## config.mk

```make
export PLATFORM = sky130hd
export DESIGN_NAME = wbe_top
export DESIGN_NICKNAME = d
export VERILOG_FILES = /design/src/rtl/wbe_pkg.sv /design/src/rtl/wbe_datapath.sv /design/src/rtl/wbe_control.sv /design/src/rtl/wbe_top.sv
export SDC_FILE = /design/constraint.sdc
export NUM_CORES = 1
export LEC_CHECK = 0
export ABC_AREA = 1
export BUFFER_PORTS_ARGS = -buffer_cell sky130_fd_sc_hd__buf_4
export CAP_MARGIN = 20
export CORE_ASPECT_RATIO = 1.4
export CORE_MARGIN = 10
export CORE_UTILIZATION = 57
export CTS_BUF_LIST = sky130_fd_sc_hd__clkbuf_8
export DETAILED_ROUTE_END_ITERATION = 6
export PLACE_DENSITY = 0.78
export SYNTH_ARGS = -nofsm -noshare
export SYNTH_HDL_FRONTEND = slang
export SYNTH_SLANG_ARGS = --single-unit
```

## constraint.sdc

```tcl
create_clock -name clk -period 3.19 [get_ports clk]
set_input_delay 0.4785 -clock clk [delete_from_list [all_inputs] [get_ports clk]]
set_output_delay 0.4785 -clock clk [all_outputs]
set_load 0.01 [all_outputs]
```

## src/rtl/wbe_pkg.sv

```systemverilog
package wbe_pkg;
  // per-cycle strobes from control to datapath
  typedef struct packed {
    logic load;      // start: reload counter, clear packers
    logic takeByte;  // card byte accepted
    logic sendByte;  // byte sent to card
    logic engPush;   // packed word into queue
    logic engPop;    // word out of queue into unpacker
    logic hostPush;  // host word into queue
    logic hostPop;   // host takes head word
  } strobe_t;
endpackage

```

## src/rtl/wbe_datapath.sv

```systemverilog
module wbe_datapath
  import wbe_pkg::*;
#(
  parameter int DEPTH  = 16,
  parameter int WORD_W = 32,
  parameter int LEN_W  = 16
) (
  input  logic                          clk,
  input  logic                          rstN,
  input  strobe_t                       stb,
  input  logic                          lenWe,
  input  logic [LEN_W-1:0]              lenWdata,
  input  logic [WORD_W-1:0]             hostWdata,
  input  logic [7:0]                    cardInByte,
  output logic [LEN_W-1:0]              remaining,
  output logic [$clog2(DEPTH+1)-1:0]    fill,
  output logic [$clog2(WORD_W/8)-1:0]   lane,
  output logic [$clog2(WORD_W/8)-1:0]   bytesLeft,
  output logic [WORD_W-1:0]             head,
  output logic [7:0]                    cardOutByte
);
  localparam int LANES  = WORD_W / 8;
  localparam int PTR_W  = $clog2(DEPTH);
  localparam int CNT_W  = $clog2(DEPTH + 1);
  localparam int LANE_W = $clog2(LANES);

  logic [WORD_W-1:0] mem [DEPTH];
  logic [PTR_W-1:0]  rdPos;
  logic [PTR_W-1:0]  wrIdx;
  logic [LEN_W-1:0]  lenReg;
  logic [WORD_W-1:0] packReg;
  logic [WORD_W-1:0] packWord;
  logic [WORD_W-1:0] shReg;
  logic [WORD_W-1:0] pushData;
  logic              doPush;
  logic              doPop;

  assign doPush   = stb.engPush | stb.hostPush;
  assign doPop    = stb.engPop | stb.hostPop;
  assign wrIdx    = rdPos + PTR_W'(fill);
  assign head     = mem[rdPos];
  assign packWord = packReg | (WORD_W'(cardInByte) << {lane, 3'b000});
  assign pushData = stb.engPush ? packWord : hostWdata;
  assign cardOutByte = (bytesLeft == '0) ? head[7:0] : shReg[7:0];

  always_ff @(posedge clk) begin
    if (doPush) mem[wrIdx] <= pushData;
  end

  always_ff @(posedge clk) begin
    if (!rstN) begin
      lenReg    <= '0;
      remaining <= '0;
      fill      <= '0;
      rdPos     <= '0;
      lane      <= '0;
      packReg   <= '0;
      bytesLeft <= '0;
      shReg     <= '0;
    end else begin
      if (lenWe) lenReg <= lenWdata;
      fill <= fill + CNT_W'(doPush) - CNT_W'(doPop);
      if (doPop) rdPos <= rdPos + 1'b1;
      if (stb.load) begin
        remaining <= lenReg;
        lane      <= '0;
        packReg   <= '0;
        bytesLeft <= '0;
        shReg     <= '0;
      end else begin
        if (stb.takeByte || stb.sendByte) remaining <= remaining - 1'b1;
        if (stb.takeByte) begin
          if (stb.engPush) begin
            lane    <= '0;
            packReg <= '0;
          end else begin
            lane    <= lane + 1'b1;
            packReg <= packWord;
          end
        end
        if (stb.sendByte) begin
          if (remaining == LEN_W'(1)) begin
            bytesLeft <= '0;  // tail bytes dropped
          end else if (stb.engPop) begin
            shReg     <= head >> 8;
            bytesLeft <= LANE_W'(LANES - 1);
          end else begin
            shReg     <= shReg >> 8;
            bytesLeft <= bytesLeft - 1'b1;
          end
        end
      end
    end
  end

  a_r11_no_push_full: assert property (@(posedge clk) disable iff (!rstN)
    (fill == CNT_W'(DEPTH)) |-> !doPush);
  a_r13_fill_bound: assert property (@(posedge clk) disable iff (!rstN)
    fill <= CNT_W'(DEPTH));
  a_r6_count_step: assert property (@(posedge clk) disable iff (!rstN)
    ((stb.takeByte || stb.sendByte) && !stb.load) |=> remaining == $past(remaining) - 1'b1);
  a_r12_no_pop_empty: assert property (@(posedge clk) disable iff (!rstN)
    (fill == '0) |-> !doPop);
endmodule

```

## src/rtl/wbe_control.sv

```systemverilog
module wbe_control
  import wbe_pkg::*;
#(
  parameter int DEPTH  = 16,
  parameter int WORD_W = 32,
  parameter int LEN_W  = 16
) (
  input  logic                          clk,
  input  logic                          rstN,
  input  logic                          ctrlWe,
  input  logic [1:0]                    ctrlWdata,
  input  logic                          cardRdy,
  input  logic                          hostPushReq,
  input  logic                          hostPopReq,
  input  logic [LEN_W-1:0]              remaining,
  input  logic [$clog2(DEPTH+1)-1:0]    fill,
  input  logic [$clog2(WORD_W/8)-1:0]   lane,
  input  logic [$clog2(WORD_W/8)-1:0]   bytesLeft,
  output strobe_t                       stb,
  output logic                          engEnable,
  output logic                          dirRead,
  output logic                          xferEnd,
  output logic                          popErr,
  output logic [4:0]                    txFlags,
  output logic [4:0]                    rxFlags
);
  localparam int LANES = WORD_W / 8;
  localparam int CNT_W = $clog2(DEPTH + 1);
  localparam int HALF  = DEPTH / 2;

  logic rdMode, wrMode, notFull, notEmpty, remZero, live;
  logic [4:0] txBase, rxBase;

  assign rdMode   = engEnable & dirRead;
  assign wrMode   = engEnable & ~dirRead;
  assign notFull  = fill < CNT_W'(DEPTH);
  assign notEmpty = fill != '0;
  assign remZero  = remaining == '0;
  assign live     = engEnable & ~(remZero & ~notEmpty);

  always_comb begin
    stb          = '0;
    stb.load     = ctrlWe & ctrlWdata[0];
    stb.takeByte = rdMode & ~remZero & notFull & cardRdy;
    stb.engPush  = stb.takeByte &
                   ((lane == $bits(lane)'(LANES - 1)) | (remaining == LEN_W'(1)));
    stb.sendByte = wrMode & ~remZero & ((bytesLeft != '0) | notEmpty);
    stb.engPop   = stb.sendByte & (bytesLeft == '0);
    stb.hostPush = hostPushReq & wrMode & ~remZero & notFull;
    stb.hostPop  = hostPopReq & ~wrMode & notEmpty;
  end

  assign txBase = {1'b1, fill <= CNT_W'(HALF), fill == CNT_W'(DEPTH), ~notEmpty, notEmpty};
  assign rxBase = {1'b1, fill >= CNT_W'(HALF), fill == CNT_W'(DEPTH), ~notEmpty, notEmpty};
  assign txFlags = (live & ~dirRead) ? txBase : 5'b0;
  assign rxFlags = (live &  dirRead) ? rxBase : 5'b0;

  always_ff @(posedge clk) begin
    if (!rstN) begin
      engEnable <= 1'b0;
      dirRead   <= 1'b0;
      xferEnd   <= 1'b0;
      popErr    <= 1'b0;
    end else begin
      if (ctrlWe) begin
        engEnable <= ctrlWdata[0];
        dirRead   <= ctrlWdata[1];
      end else if (engEnable && remZero && !notEmpty) begin
        engEnable <= 1'b0;
      end
      if (stb.load) xferEnd <= 1'b0;
      else if (engEnable && remZero) xferEnd <= 1'b1;
      if (hostPopReq && !wrMode && !notEmpty) popErr <= 1'b1;
    end
  end

  a_r8_self_clear: assert property (@(posedge clk) disable iff (!rstN)
    (engEnable && remZero && !notEmpty && !ctrlWe) |=> !engEnable);
  a_r7_end_mark: assert property (@(posedge clk) disable iff (!rstN)
    (engEnable && remZero && !ctrlWe) |=> xferEnd);
  a_r10_one_group: assert property (@(posedge clk) disable iff (!rstN)
    !((|txFlags) && (|rxFlags)));
  a_r12_err_sticky: assert property (@(posedge clk) disable iff (!rstN)
    popErr |=> popErr);
endmodule

```

## src/rtl/wbe_top.sv

```systemverilog
module wbe_top
  import wbe_pkg::*;
#(
  parameter int DEPTH  = 16,
  parameter int WORD_W = 32,
  parameter int LEN_W  = 16
) (
  input  logic              clk,
  input  logic              rstN,
  input  logic              lenWe,
  input  logic [LEN_W-1:0]  lenWdata,
  input  logic              ctrlWe,
  input  logic [1:0]        ctrlWdata,
  input  logic              hostPush,
  input  logic [WORD_W-1:0] hostWdata,
  input  logic              hostPop,
  output logic [WORD_W-1:0] hostRdata,
  input  logic              cardRdy,
  input  logic [7:0]        cardInByte,
  output logic              cardTake,
  output logic              cardOutValid,
  output logic [7:0]        cardOutByte,
  output logic              engEnable,
  output logic              dirRead,
  output logic [LEN_W-1:0]  remaining,
  output logic [LEN_W-1:0]  wordCount,
  output logic              xferEnd,
  output logic              blockEnd,
  output logic [4:0]        txFlags,
  output logic [4:0]        rxFlags,
  output logic              popErr
);
  localparam int CNT_W  = $clog2(DEPTH + 1);
  localparam int LANE_W = $clog2(WORD_W / 8);

  strobe_t            stb;
  logic [CNT_W-1:0]   fill;
  logic [LANE_W-1:0]  lane;
  logic [LANE_W-1:0]  bytesLeft;
  logic [WORD_W-1:0]  head;
  logic [LEN_W:0]     remPlus;

  wbe_control #(.DEPTH(DEPTH), .WORD_W(WORD_W), .LEN_W(LEN_W)) uCtrl (
    .clk(clk), .rstN(rstN), .ctrlWe(ctrlWe), .ctrlWdata(ctrlWdata),
    .cardRdy(cardRdy), .hostPushReq(hostPush), .hostPopReq(hostPop),
    .remaining(remaining), .fill(fill), .lane(lane), .bytesLeft(bytesLeft),
    .stb(stb), .engEnable(engEnable), .dirRead(dirRead), .xferEnd(xferEnd),
    .popErr(popErr), .txFlags(txFlags), .rxFlags(rxFlags)
  );

  wbe_datapath #(.DEPTH(DEPTH), .WORD_W(WORD_W), .LEN_W(LEN_W)) uData (
    .clk(clk), .rstN(rstN), .stb(stb), .lenWe(lenWe), .lenWdata(lenWdata),
    .hostWdata(hostWdata), .cardInByte(cardInByte), .remaining(remaining),
    .fill(fill), .lane(lane), .bytesLeft(bytesLeft), .head(head),
    .cardOutByte(cardOutByte)
  );

  assign remPlus      = {1'b0, remaining} + (LEN_W+1)'(3);
  assign wordCount    = LEN_W'(remPlus >> 2);
  assign hostRdata    = stb.hostPop ? head : '0;
  assign cardTake     = stb.takeByte;
  assign cardOutValid = stb.sendByte;
  assign blockEnd     = xferEnd;
endmodule

```

==> results.toml <==
[outcome]
status = "complete, but fails checks"
violations = "setup timing"

[clock_network]
cts_buffers = 89
cts_tree = "done"
clk_latency_ns = 0.69
cts_sinks = 621
clock-root-buffer = "clkbuf_8"
cts_buffer_depth = 3
cts_hold_buf = 0
htreeDepth = 3
path_clk_slew_ns = 0.06

[worst_setup_path]
cp-end-kind = "output port"
worstPathRequired_ns = 2.71
arrival_ns = 2.73
crit_type = "reg2out"
reg2reg_depth = 12
cp-start-kind = "flop"
critical_path.max_fanout = 32
reg2reg_from = "uData.remaining[0]"

[global_routing]
grt_pass1_wl_um = 114000
grt.overflow.total = 0
grt_max_degree = 90
first_global_vias = 20000
gr-usage-all-layers_pct = 26.1
antenna_found_initial = 1

[placed_design]
post_dp_cell_area_mm2 = 0.0289
io_buffers = 152
dp_hpwl_um = 46100
gp_congestion = 0.921
preCtsSetupSlack_ns = 0.141

[route]
drt_iter0_drc = 2599
route.met2.wl_um = 38400
wl_per_cell_um = 21.8
dr.pass1.iters = 6
avgViaCountPerCell = 5.85
met1_length_um = 27200
drc = 0
wl_met3_um = 7330
postRouteAntennaNets = 0
routed.top_layer = "met4"
wl_um = 75900
vias = 20300

[timing]
finClkSkew_ns = 0.0379
max_freq_mhz = 311
setup_tns_ns = -0.0203
rsz0062_at_grt = "true"
tightest_slew_ns = 0.851
drv_slew = 0
whs_ns = 0.0410
period_needed_ns = 3.21
setup_violations = 1
final-hold-violation-count = 0
fin_crit_sh_pct = 101
worst_slew_margin_rel_pct = 43.3
post-route-worst-setup-slack_ns = -0.0203

[yosys]
synthesis.nets = 2692
syn_area_mm2 = 0.0267
synth_top_cells_by_area = "edfxtp_1 58%, dfxtp_1 8.2%, nand2_1 7.0%"
synth_top_flop_cell = "edfxtp_1"
postSynthAreaPerCell_um2 = 10.2
synth_cells = 2608
ys_ff_latch = 621
synth_top_area_share_pct = 57.6
synth_edf_count = 512
async_reset_ff_share_pct = 0
ys_warn_count = 0
ys_types = 34
synth_top_area_cell = "edfxtp_1"
synth_seq_area_share_pct = 65.8

[floorplan]
ios = 154
floorplan.initialDensity_pct = 57.8
dieArea_mm2 = 0.0560
chipWidth_um = 203
core_mm2 = 0.0462
dieHeight_um = 276
rows = 93

[power]
power_leakage_nw = 11.8
powerDensity_mw_per_mm2 = 683
ir_drop_v = 0.000463

[hold_path]
whs_path_depth = 3
worstHoldStart = "lenWdata[12]"
worstHoldPathType = "in2reg"

[finish]
drive_gt1_share_pct = 16.1
layout_commonest_cell = "edfxtp_1"
final_nets = 2871
final_cell_mix = "512 x edfxtp_1, 500 x nand2_1, 326 x nor2_1"
area_delta_synth_final_pct = 15.7
stdcell_area_mm2 = 0.0309
post-route-util_pct = 66.8
fill_cells = 3434

[run]
maxCapViolCount = 0
==> kinds of logic (layout without fill, tap and decap cells) <==
group / after synthesis / after routing / share of synthesized area (%)
AO/OA/AOI/OAI: 430 / 430 / 8.85
buffers and inverters: 324 / 572 / 4.90
AND/OR/NAND/NOR: 1191 / 1191 / 18.8
XOR/XNOR: 22 / 22 / 0.722
other: 1 / 2 / 0.0140
flip-flops: 621 / 621 / 65.8
adder cells (fa/ha/maj): 19 / 19 / 0.947
==> Yosys cell counts (2+ instances only) <==
master / count
a21oi_1: 130
a31oi_1: 10
buf_1: 25
buf_2: 44
buf_4: 4
buf_6: 3
clkbuf_1: 79
clkinv_1: 5
dfxtp_1: 109
edfxtp_1: 512
fa_1: 2
ha_1: 17
inv_1: 160
inv_2: 4
nand2_1: 500
nand2_2: 3
nand3_1: 277
nand4_1: 10
nor2_1: 346
nor2_2: 3
nor2_4: 5
nor3_1: 4
o211ai_1: 25
o21a_1: 24
o21ai_0: 223
o221ai_1: 16
or2_2: 41
xnor2_1: 7
xor2_1: 15
==> worst paths after layout <==
path,endpoint,slack (ns)
min reg2reg,uData.packReg[11],0.45
min,uData.lenReg[12],0.04
max,hostRdata[24],-0.02
max reg2reg,uData.mem[9][17],0.20
==> state kept, by name, indices dropped and copies added, names as in the netlist, named ones only <==
name and count:
uData.mem 512, uData.packReg 32, uData.shReg 24, uData.lenReg 16, uData.remaining 16, uData.fill 5, uData.rdPos 4, uData.bytesLeft 2
uData.lane 2, uCtrl.dirRead 1, uCtrl.engEnable 1, uCtrl.popErr 1, uCtrl.xferEnd 1
==> metrics by stage <==
step           power (mW)  instances
3_5_place_dp         14.9       3302
4_1_cts              20.9       3469
3_3_place_gp         14.7       3302
6_report             21.1       3474
5_1_grt              22.0       3474
2_1_floorplan        12.8       2608
==> report_power, final <==
part           internal (mW)  total [mW]  leakage, nW  switching [mW]
Clock                   2.99        5.97        0.981            2.98
Sequential              8.97        9.15         5.49           0.178
Combinational           2.03        5.95         5.33            3.92
Total                   14.0        21.1         11.8            7.07
==> per-layer routing <==
layer | vias to the layer above | track usage, %
met4 | 0 | 11.8
li1 | 9300 | -
met2 | 1202 | 45.0
met3 | 193 | 4.41
met1 | 9617 | 31.4
met5 | - | 0
==> critical path, cell delays in order (launching register included) <==
cell,delay (ns)
dfxtp_4,0.50
buf_4,0.25
buf_6,0.30
nor2_1,0.09
nor2_1,0.11
o21ai_0,0.11
o211ai_1,0.10
nand3_1,0.14
a21oi_2,0.29
buf_4,0.18
==> layout make-up <==
class,instances,area [um2],share of cell area (%)
sequential,621,17600,56.9
multi-input combinational,1663,8020,26.0
clock inverter,62,328,1.06
clock buffer,98,1350,4.37
timing repair buffer,243,2190,7.09
tap,617,772,2.50
antenna,1,2.50,0.00811
inverter,169,649,2.10
==> timing repair <==
action | in CTS | in global routing
gates cloned | 2 | 1
pin swaps | 0 | 2
setup buffers | 5 | 4
endpoints found under the setup margin | 39 | 268
hold endpoints to repair | 0 | 0
gates resized for setup | 15 | 23
(Power assumes the default switching activity.)
